==> config.mk <==
export PLATFORM = sky130hd
export DESIGN_NAME = rx_addr_filter
export DESIGN_NICKNAME = d
export VERILOG_FILES = /design/src/rtl/rxaf_pkg.sv /design/src/rtl/rxaf_rst_sync.sv /design/src/rtl/rxaf_regs.sv /design/src/rtl/rxaf_exact.sv /design/src/rtl/rxaf_hash.sv /design/src/rtl/rx_addr_filter.sv
export SDC_FILE = /design/constraint.sdc
export NUM_CORES = 1
export LEC_CHECK = 0
export CAP_MARGIN = 20
export CELL_PAD_IN_SITES_DETAIL_PLACEMENT = 0
export CELL_PAD_IN_SITES_GLOBAL_PLACEMENT = 1
export CORE_AREA = 5 5 147 289
export DETAILED_ROUTE_END_ITERATION = 8
export DIE_AREA = 0 0 152 294
export GPL_TIMING_DRIVEN = 0
export PLACE_DENSITY = 0.61
export SYNTH_ARGS = -nofsm -noshare
export SYNTH_HDL_FRONTEND = slang
export SYNTH_HIERARCHICAL = 1
export SYNTH_SLANG_ARGS = --single-unit
==> constraint.sdc <==
create_clock -name clk -period 24.6 [get_ports clk]
set_input_delay 4.92 -clock clk [delete_from_list [all_inputs] [get_ports clk]]
set_output_delay 4.92 -clock clk [all_outputs]
set_load 0.05 [all_outputs]
==> src/rtl/rxaf_pkg.sv <==
package rxaf_pkg;

  // register byte offsets
  localparam int OFS_CTRL     = 'h00;
  localparam int OFS_HASH     = 'h10;
  localparam int OFS_ENTRY    = 'h20;
  localparam int ENTRY_STRIDE = 8;

  // control word bit positions
  localparam int CTRL_PROMISC_BIT = 5;
  localparam int CTRL_HASH_BIT    = 8;

  // descriptor status bit positions
  localparam int ST_BCAST_BIT = 5;
  localparam int ST_MCAST_BIT = 4;
  localparam int ST_HASH_BIT  = 3;
  localparam int ST_EXACT_BIT = 2;

  typedef struct packed {
    logic accept;
    logic bcast;
    logic mcast;
    logic hash_hit;
    logic exact_hit;
  } flt_res_t;

endpackage

==> src/rtl/rxaf_rst_sync.sv <==
module rxaf_rst_sync (
  input  logic clk,
  input  logic rst_an,
  output logic rst_sn
);
  logic [1:0] sync_q;

  always_ff @(posedge clk or negedge rst_an) begin
    if (!rst_an) sync_q <= 2'b00;
    else         sync_q <= {sync_q[0], 1'b1};
  end

  assign rst_sn = sync_q[1];
endmodule

==> src/rtl/rxaf_regs.sv <==
module rxaf_regs
  import rxaf_pkg::*;
#(
  parameter int N_ENTRIES = 4,
  parameter int ADDR_W    = 48,
  parameter int WORD_W    = 16,
  parameter int HASH_BITS = 64,
  parameter int REG_AW    = 8
) (
  input  logic                              clk,
  input  logic                              rst_n,
  input  logic                              wr_en,
  input  logic [REG_AW-1:0]                 wr_addr,
  input  logic [WORD_W-1:0]                 wr_data,
  output logic                              promisc_o,
  output logic                              hash_en_o,
  output logic [N_ENTRIES-1:0][ADDR_W-1:0]  entries_o,
  output logic [HASH_BITS-1:0]              hash_tbl_o
);
  localparam int WPA        = ADDR_W / WORD_W;
  localparam int HASH_WORDS = HASH_BITS / WORD_W;
  localparam int WORD_BYTES = WORD_W / 8;
  localparam int N_EWORDS   = N_ENTRIES * WPA;

  logic                promisc_q, promisc_d;
  logic                hash_en_q, hash_en_d;
  logic [WORD_W-1:0]   ent_q  [N_EWORDS];
  logic [WORD_W-1:0]   ent_d  [N_EWORDS];
  logic [WORD_W-1:0]   hash_q [HASH_WORDS];
  logic [WORD_W-1:0]   hash_d [HASH_WORDS];

  // next state
  always_comb begin
    promisc_d = promisc_q;
    hash_en_d = hash_en_q;
    if (wr_en && int'(wr_addr) == OFS_CTRL) begin
      promisc_d = wr_data[CTRL_PROMISC_BIT];
      hash_en_d = wr_data[CTRL_HASH_BIT];
    end
  end

  always_comb begin
    for (int e = 0; e < N_ENTRIES; e++) begin
      for (int w = 0; w < WPA; w++) begin
        ent_d[e*WPA+w] = ent_q[e*WPA+w];
        if (wr_en && int'(wr_addr) == OFS_ENTRY + e*ENTRY_STRIDE + w*WORD_BYTES)
          ent_d[e*WPA+w] = wr_data;
      end
    end
  end

  always_comb begin
    for (int j = 0; j < HASH_WORDS; j++) begin
      hash_d[j] = hash_q[j];
      if (wr_en && int'(wr_addr) == OFS_HASH + j*WORD_BYTES)
        hash_d[j] = wr_data;
    end
  end

  // registers
  always_ff @(posedge clk or negedge rst_n) begin
    if (!rst_n) begin
      promisc_q <= 1'b0;
      hash_en_q <= 1'b0;
    end else if (wr_en) begin
      promisc_q <= promisc_d;
      hash_en_q <= hash_en_d;
    end
  end

  always_ff @(posedge clk or negedge rst_n) begin
    if (!rst_n) begin
      for (int i = 0; i < N_EWORDS; i++) ent_q[i] <= '0;
    end else if (wr_en) begin
      for (int i = 0; i < N_EWORDS; i++) ent_q[i] <= ent_d[i];
    end
  end

  always_ff @(posedge clk or negedge rst_n) begin
    if (!rst_n) begin
      for (int j = 0; j < HASH_WORDS; j++) hash_q[j] <= '0;
    end else if (wr_en) begin
      for (int j = 0; j < HASH_WORDS; j++) hash_q[j] <= hash_d[j];
    end
  end

  // outputs
  assign promisc_o = promisc_q;
  assign hash_en_o = hash_en_q;

  always_comb begin
    for (int e = 0; e < N_ENTRIES; e++)
      for (int w = 0; w < WPA; w++)
        entries_o[e][w*WORD_W +: WORD_W] = ent_q[e*WPA+w];
  end

  always_comb begin
    for (int j = 0; j < HASH_WORDS; j++)
      hash_tbl_o[j*WORD_W +: WORD_W] = hash_q[j];
  end

  // a write to the control word must land in the mode bits
  AST_CTRL_WRITE: assert property (@(posedge clk) disable iff (!rst_n)
    (wr_en && int'(wr_addr) == OFS_CTRL) |=>
      (promisc_o == $past(wr_data[CTRL_PROMISC_BIT]) &&
       hash_en_o == $past(wr_data[CTRL_HASH_BIT])));

  // writes that hit no register leave the mode bits alone
  AST_CTRL_UNTOUCHED: assert property (@(posedge clk) disable iff (!rst_n)
    (!(wr_en && int'(wr_addr) == OFS_CTRL)) |=>
      ($stable(promisc_o) && $stable(hash_en_o)));
endmodule

==> src/rtl/rxaf_exact.sv <==
module rxaf_exact #(
  parameter int N_ENTRIES = 4,
  parameter int ADDR_W    = 48,
  localparam int IDX_W    = (N_ENTRIES > 1) ? $clog2(N_ENTRIES) : 1
) (
  input  logic                              clk,
  input  logic                              rst_n,
  input  logic [N_ENTRIES-1:0][ADDR_W-1:0]  entries_i,
  input  logic [ADDR_W-1:0]                 addr_i,
  output logic                              hit_o,
  output logic [IDX_W-1:0]                  idx_o
);
  logic [N_ENTRIES-1:0] match;

  for (genvar e = 0; e < N_ENTRIES; e++) begin : g_cmp
    assign match[e] = (entries_i[e] != '0) && (entries_i[e] == addr_i);
  end

  // lowest matching entry wins
  always_comb begin
    hit_o = 1'b0;
    idx_o = '0;
    for (int e = N_ENTRIES-1; e >= 0; e--) begin
      if (match[e]) begin
        hit_o = 1'b1;
        idx_o = IDX_W'(e);
      end
    end
  end

  AST_EXACT_IDX_MATCHES: assert property (@(posedge clk) disable iff (!rst_n)
    hit_o |-> match[idx_o]);

  AST_EXACT_IDX_LOWEST: assert property (@(posedge clk) disable iff (!rst_n)
    hit_o |-> ((match & ~({N_ENTRIES{1'b1}} << idx_o)) == '0));
endmodule

==> src/rtl/rxaf_hash.sv <==
module rxaf_hash #(
  parameter int HASH_IDX_W = 6,
  parameter int WORD_W     = 16,
  localparam int HASH_BITS  = 1 << HASH_IDX_W,
  localparam int HASH_WORDS = HASH_BITS / WORD_W,
  localparam int BIT_W      = $clog2(WORD_W)
) (
  input  logic [HASH_BITS-1:0]  tbl_i,
  input  logic [HASH_IDX_W-1:0] idx_i,
  output logic                  bit_o
);
  logic [HASH_WORDS-1:0]        word_bit;
  logic [BIT_W-1:0]             bit_sel;
  logic [HASH_IDX_W-BIT_W-1:0]  word_sel;

  assign bit_sel  = idx_i[BIT_W-1:0];
  assign word_sel = idx_i[HASH_IDX_W-1:BIT_W];

  for (genvar j = 0; j < HASH_WORDS; j++) begin : g_word
    logic [WORD_W-1:0] word;
    assign word        = tbl_i[j*WORD_W +: WORD_W];
    assign word_bit[j] = word[bit_sel];
  end

  assign bit_o = word_bit[word_sel];
endmodule

==> src/rtl/rx_addr_filter.sv <==
module rx_addr_filter
  import rxaf_pkg::*;
#(
  parameter int N_ENTRIES  = 4,
  parameter int ADDR_W     = 48,
  parameter int WORD_W     = 16,
  parameter int HASH_IDX_W = 6,
  parameter int REG_AW     = 8,
  localparam int IDX_W     = (N_ENTRIES > 1) ? $clog2(N_ENTRIES) : 1,
  localparam int HASH_BITS = 1 << HASH_IDX_W
) (
  input  logic                  clk,
  input  logic                  rst_n,
  input  logic                  cfg_we,
  input  logic [REG_AW-1:0]     cfg_addr,
  input  logic [WORD_W-1:0]     cfg_wdata,
  input  logic                  addr_vld,
  input  logic [ADDR_W-1:0]     dest_addr,
  input  logic [HASH_IDX_W-1:0] hash_idx,
  output logic                  res_vld,
  output logic                  res_accept,
  output logic                  res_bcast,
  output logic                  res_mcast,
  output logic                  res_hash_hit,
  output logic                  res_exact_hit,
  output logic [IDX_W-1:0]      res_exact_idx,
  output logic [15:0]           res_status
);
  logic                             rst_s;
  logic                             promisc, hash_en;
  logic [N_ENTRIES-1:0][ADDR_W-1:0] entries;
  logic [HASH_BITS-1:0]             hash_tbl;
  logic                             ex_hit;
  logic [IDX_W-1:0]                 ex_idx;
  logic                             bin_set;

  rxaf_rst_sync u_rst (
    .clk    (clk),
    .rst_an (rst_n),
    .rst_sn (rst_s)
  );

  rxaf_regs #(
    .N_ENTRIES (N_ENTRIES),
    .ADDR_W    (ADDR_W),
    .WORD_W    (WORD_W),
    .HASH_BITS (HASH_BITS),
    .REG_AW    (REG_AW)
  ) u_regs (
    .clk        (clk),
    .rst_n      (rst_s),
    .wr_en      (cfg_we),
    .wr_addr    (cfg_addr),
    .wr_data    (cfg_wdata),
    .promisc_o  (promisc),
    .hash_en_o  (hash_en),
    .entries_o  (entries),
    .hash_tbl_o (hash_tbl)
  );

  rxaf_exact #(
    .N_ENTRIES (N_ENTRIES),
    .ADDR_W    (ADDR_W)
  ) u_exact (
    .clk       (clk),
    .rst_n     (rst_s),
    .entries_i (entries),
    .addr_i    (dest_addr),
    .hit_o     (ex_hit),
    .idx_o     (ex_idx)
  );

  rxaf_hash #(
    .HASH_IDX_W (HASH_IDX_W),
    .WORD_W     (WORD_W)
  ) u_hash (
    .tbl_i (hash_tbl),
    .idx_i (hash_idx),
    .bit_o (bin_set)
  );

  // classification
  flt_res_t         cls;
  flt_res_t         res_q, res_d;
  logic [IDX_W-1:0] idx_q, idx_d;
  logic             vld_q;

  always_comb begin
    cls.bcast     = &dest_addr;
    cls.mcast     = dest_addr[0] && !cls.bcast;
    cls.hash_hit  = hash_en && cls.mcast && bin_set;
    cls.exact_hit = ex_hit;
    cls.accept    = promisc || cls.bcast || cls.exact_hit || cls.hash_hit;
  end

  // next state
  always_comb begin
    res_d = res_q;
    idx_d = idx_q;
    if (addr_vld) begin
      res_d = cls;
      idx_d = ex_hit ? ex_idx : '0;
    end
  end

  // registers
  always_ff @(posedge clk or negedge rst_s) begin
    if (!rst_s) begin
      res_q <= '0;
      idx_q <= '0;
    end else if (addr_vld) begin
      res_q <= res_d;
      idx_q <= idx_d;
    end
  end

  always_ff @(posedge clk or negedge rst_s) begin
    if (!rst_s) vld_q <= 1'b0;
    else        vld_q <= addr_vld;
  end

  // outputs
  assign res_vld       = vld_q;
  assign res_accept    = res_q.accept;
  assign res_bcast     = res_q.bcast;
  assign res_mcast     = res_q.mcast;
  assign res_hash_hit  = res_q.hash_hit;
  assign res_exact_hit = res_q.exact_hit;
  assign res_exact_idx = idx_q;

  always_comb begin
    res_status               = '0;
    res_status[ST_BCAST_BIT] = res_q.bcast;
    res_status[ST_MCAST_BIT] = res_q.mcast;
    res_status[ST_HASH_BIT]  = res_q.hash_hit;
    res_status[ST_EXACT_BIT] = res_q.exact_hit;
    res_status[IDX_W-1:0]    = idx_q;
  end

  // assertions
  AST_RES_ONE_CYCLE: assert property (@(posedge clk) disable iff (!rst_s)
    addr_vld |=> res_vld);

  AST_RES_NO_SPURIOUS: assert property (@(posedge clk) disable iff (!rst_s)
    !addr_vld |=> !res_vld);

  AST_RES_HOLD: assert property (@(posedge clk) disable iff (!rst_s)
    !addr_vld |=> ($stable(res_status) && $stable(res_accept)));

  AST_PROMISC_ACCEPT: assert property (@(posedge clk) disable iff (!rst_s)
    (addr_vld && promisc) |=> res_accept);

  AST_BCAST_ACCEPT: assert property (@(posedge clk) disable iff (!rst_s)
    (addr_vld && (&dest_addr)) |=> (res_accept && res_bcast));

  AST_BCAST_NOT_MCAST: assert property (@(posedge clk) disable iff (!rst_s)
    res_bcast |-> !res_mcast);

  AST_IDX_ZERO_NO_HIT: assert property (@(posedge clk) disable iff (!rst_s)
    !res_exact_hit |-> (res_exact_idx == '0));

  AST_HASH_NEEDS_EN: assert property (@(posedge clk) disable iff (!rst_s)
    (addr_vld && !hash_en) |=> !res_hash_hit);

  AST_ACCEPT_REASON: assert property (@(posedge clk) disable iff (!rst_s)
    (addr_vld && !promisc) |=>
      (res_accept == (res_bcast || res_exact_hit || res_hash_hit)));
endmodule

Yosys cells after proc, flatten, opt, wreduce, memory -nomap -nowiden
Cells that the tools add are included.

operators by class
  $add $sub $neg = 0
  $mul = 0
  div/mod/pow operators = 0
  magnitude comparators = 2
  equality and inequality tests = 20
  shifts and indexed selects = 0
  mux-type cells = 19
  bitwise operators = 0
  reduce and logical (&&, ||, !) cells = 51

operators with widths
  operator            count
  $eq 48x48->1        4
  $reduce_bool 48->1  4
  $eq 8x7->1 const B  12
  $reduce_and 48->1   1
  $reduce_and 2->1    17
  $eq 8x6->1 const B  4
  $logic_and 1x1->1   24
  $bmux 1 s4          4
  $mux 2              5
  $mux 1              9
  $logic_not 8->1     1
  $lt 4x5->1 const B  1
  $logic_or 1x1->1    3
  $lt 2x3->1 const B  1
  $bmux 1 s2          1
  $logic_not 1->1     1

word-level totals
  bits in registers = 268
  latch bits = 0
  memory bits (writable) = 0
  bits in read-only memories = 0
  memories = 0

Logic depth before layout (Yosys ltp)
  depth after elaboration = 8
  depth in mapped cells = 10

Modules after synthesis
Netlist, hierarchy kept.

by module, submodules not included
  module          instances  cells an instance  area each (µm²)
  rxaf_regs       1          582                9925.8
  rxaf_exact      1          326                2552.4
  rxaf_hash       1          62                 600.6
  rx_addr_filter  1          61                 589.3
  rxaf_rst_sync   1          3                  53.8

Least setup slack after synthesis
Ideal clock, no wire load.

  path kind = input -> register
  start point = input port hash_idx[0]
  end point = register res_q, in the netlist res_accept
  setup time = 120 ps
  data arrival time = 6606 ps
  required time = 24480 ps
  path slack = 17873 ps
  stages on the path = 9
  buffers on the path = 1
  cells stage by stage = buf_6 mux4_2 o2111ai_1 nand3_1 a211oi_2 a211oi_2 a311oi_1 a21oi_1 a41o_1

between the ends
  longest elaborated chain between the ends = 6
  elaborated cells on any way between the ends = 12
  those cells by class = mux (10); reduce/logical (2)

ends and longest elaborated chain
  item                              line                   RTL
  start, declared                   rx_addr_filter.sv:19   input logic [HASH_IDX_W-1:0] hash_idx,
  $bmux 1 s4                        rxaf_hash.sv:22        assign word_bit[j] = word[bit_sel];
  $mux 1 (not written as such)      rxaf_hash.sv:22
  $bmux 1 s2 (*)                    rxaf_hash.sv:25        assign bit_o = word_bit[word_sel];
  $mux 1 (not written as such) (*)  rxaf_hash.sv:25
  named net bin_set                 rx_addr_filter.sv:35   logic bin_set;
  $logic_and 1x1->1 (*)             rx_addr_filter.sv:91   cls.hash_hit = hash_en && cls.mcast && bin_set;
  $logic_or 1x1->1 (*)              rx_addr_filter.sv:93   cls.accept = promisc || cls.bcast || cls.exact_hit || cls.hash_hit;
  end signal, assigned              rx_addr_filter.sv:112  res_q <= res_d;
  end, declared                     rx_addr_filter.sv:84   flt_res_t res_q, res_d;

Mark *: on every way through the listed nets, which the timed path passes. The rest lies on a longest branch. The select of a mux whose other input is x is not followed.
A chain may end at the register's enable or synchronous reset.

==> summary.md <==
| Metric | Value |
|---|---|
| First-pass GRT wire length | 77.98 mm |
| Fin crit period | 8038 ps |
| CTS tree | yes |
| Fin Setup TNS | 0 ps |
| HP Class | flip-flop to asynchronous set/reset pin |
| Worst slew pin tran | 1054 ps |
| Tot GR Track Use | 0.2466 |
| Routed Antenna Nets | 0 |
| Pwr dens | 65.06 nW/um^2 |
| Worst Path Required | 25,090 ps |
| Lkg Pwr | 0.007902 uW |
| Post-synth EDFFs | 0 |
| Gpl congestion | 0.9740 |
| CTS-repair resized insts | 0 |
| Seq pwr share | 0.455 |
| Root Driver | clkbuf_16 |
| Total chip power | 1063 uW |
| Share of the synthesized area in the top cell type | 0.4887 |
| Die Height | 294 um |
| Worst flop-to-flop path startpoint | u_regs/entries_o[92]$_DFFE_PN0P_ |
| CP bufs+invs | 1 |
| Die width | 152 um |
| Fmax | 0.1244 GHz |
| Drt pass-1 iters | 4 |
| RSZ-0062 raised after global routing | false |
| Max incr delay on CP | 880 ps |
| Synthesis-to-layout area growth | 19.09% |
| Clock Path Buffers | 3 |
| Setup-failing EPs final | 0 |
| Vias per cell | 5.432 |
| Starting DRT DRC Count | 353 |
| Comb power frac | 0.142 |
| Switching share of total power | 0.2833 |
| FF-to-FF path depth | 9 |
| Worst path arrival time | 8530 ps |
| Max Clock Skew | 10.77 ps |
| Dominant cells by area after synthesis | dfrtp_1, mux2_2, xor2_1 |
| Most common cell after layout, fill and taps aside | dfrtp_1 |
| Crit. Startpoint | dest_addr[12] |
| Most frequent cells in the layout | dfrtp_1, mux2_2, xor2_1 |
| Share of layout cells above drive strength 1 | 0.3319 |
| Mux cell area share after synthesis | 0.2404 |
| Fin. max-slew vios | 0 |
| Final Hold Viols | 0 |
| Worst rel slew slack | 0.2910 |
| Critical path class | primary input to flip-flop |
| Delay-heaviest family, CP | simple AND/OR/NAND/NOR gates |
| Synth Area in Simple Gates | 0.1067 |
| Final core utilization | 0.4077 |
| Sw power | 301.1 uW |
| Total inserted antenna cells | 0 |
| Synthesized instance count | 1,034 |
| Adder-Cell Fraction of Synth Area | 0 |
| Largest net degree at the start of global routing | 71 |
| Seq cells post-synth | 268 |
| Clock Sinks | 268 |
| Post-synthesis async set-or-reset flop share | 1.000 |
| Site Rows | 104 |
| Main combinational cell family by area after synthesis | multiplexers |
| CTS clk-pin slew, worst paths | 70 ps |
| Crit Path Max Fanout | 5 |
| Power Internal | 762.0 uW |
| Final #Nets | 1,250 |
| Vias | 9,326 |
| Crit start category | primary input |
| Post-Syn Area | 13,720 um^2 |
| Worst path slowest cell | nor4_1 |
| Hold buffer count at cts | 0 |
| Top-Level Pins | 106 |
| Crit path top cell by count | nor4_1 |
| Vias in the first global route | 10,320 |
| Register area share after synthesis | 0.4887 |
| CTS Buf Count | 27 |
| Clock latency reported for the late side of the worst-skew pair | 550 ps |
| Max VDD drop | 0.04018 mV |
| Max-cap violations | 0 |
| Setup bufs post-CTS | 0 |
| Initial antenna violation count | 1 |
| Initial core utilization | 0.3424 |
| Die area | 44,690 um^2 |
| H-tree depth | 1 |
| Worst-path cell chain | clkdlybuf4s50_1, xor2_1, nor4_1, nand4_1, nor4_1, nor2_1, nand2_1, a311oi_1, a21oi_1, a41o_1 |
| Fill cell count | 3,880 |
| Placement Setup Slack | 16,060 ps |
| Clock power share | 0.403 |
| XOR/XNOR Fraction of Synth Area | 0.1225 |
| Period utilisation layout | 0.3268 |
| Core box area | 40,080 um^2 |
| Compound-gate portion of the synthesized area | 0.01249 |
| Crit end category | flip-flop |
| Synth unique cells | 51 |
| DR DRC count | 0 |
| Mean post-synth cell area | 13.27 um^2 |
| DRT Wirelength | 55.65 mm |
| Synth warn | 6 |
| Synth area leader | dfrtp_1 |
| Port bufs | 91 |
| Hold WS | 251.5 ps |
| Synth Flop Type | dfrtp_1 |
| Status | complete, no violations |
| Remaining global-route overflow | 0 |
| Post-DP HPWL | 43.40 mm |
| Setup WS post-layout | 16,560 ps |
| Worst path depth | 10 |
| Wire length per cell | 32.41 um |
synth_stat cells, types with 5 or more instances:
cell type,n
dfrtp_1,268
mux2_2,250
xor2_1,192
nor4_1,99
nand4_1,35
buf_4,22
clkbuf_1,19
buf_2,18
nor2_1,12
mux4_2,11
mux2_4,10
nand3_2,10
nor3_1,7
inv_1,6
mux2i_1,6
nand3_1,6
nand2_1,5
nor2b_1,5
path summary, 6_finish.rpt:
path | to | slack [ps]
setup / recovery | res_accept$_DFFE_PN0P_ | 16560
max in group asynchronous | u_rst/sync_q[1]$_DFF_PN0_ | 19950
setup reg to reg | res_accept$_DFFE_PN0P_ | 21280
hold / removal | u_regs/hash_tbl_o[18]$_DFFE_PN0P_ | 250
min in group clk | u_rst/sync_q[1]$_DFF_PN0_ | 350
hold reg to reg | u_regs/hash_tbl_o[18]$_DFFE_PN0P_ | 250
cell families (layout without fill, tap and decap cells):
group	count (synthesis)	count (layout)
muxes	278	278
DFF	268	268
and+or+nand+nor	206	206
xor gates and xnor gates	192	192
buffers and inverters	68	212
AOI/OAI and AO/OA	20	20
other	2	11
metrics by stage:
step           instance area [um^2]  instances
2_1_floorplan                 13760       1043
3_3_place_gp                  15330       1664
3_5_place_dp                  15450       1669
4_1_cts                       16340       1717
5_1_grt                       16340       1717
6_report                      16340       1717
power groups by stage:
| stage | combinational, uW | sequential [uW] | clock (uW) |
|---|---|---|---|
| after floorplan | 70.5 | 490 | 0 |
| after global placement | 140 | 500 | 0 |
| after CTS | 151 | 484 | 437 |
| final | 151 | 484 | 428 |
| after detailed placement | 150 | 493 | 0 |
| after global routing | 158 | 486 | 450 |
flip-flops by register name, summed over array words and instances (netlist names):
signal	count
u_regs/entries_o	192
u_regs/hash_tbl_o	64
res_exact_idx	2
u_rst/sync_q	2
res_accept	1
res_bcast	1
res_exact_hit	1
res_hash_hit	1
res_mcast	1
res_vld	1
u_regs/hash_en_o	1
u_regs/promisc_o	1
metal layers:
metal	up-vias	global-route usage	routed length, um
met4	0	0.1743	4834
met2	300	0.4944	31820
met1	4829	0.2262	17290
met3	138	0.02472	1710
li1	4059	-	-
met5	-	0	0
area by class of cell:
cell class	count	area, um^2	area share
Buffer	62	369.1	0.02259
Clock buffer	34	732.0	0.04479
Clock inverter	14	161.4	0.009877
Inverter	6	22.52	0.001378
Multi-Input combinational cell	707	6658	0.4074
Sequential cell	268	6710	0.4106
Tap cell	530	663.1	0.04058
Timing Repair Buffer	96	1026	0.06278
worst register-to-register path: stages, from the launching register on:
cell and delay [ps]:
dfrtp_1 400, xor2_1 170, nor4_1 910, nand4_1 290
nor4_1 880, nor2_1 80, nand2_1 180, a311oi_1 70
a21oi_1 190, a41o_1 110
(Power assumes the default switching activity.)
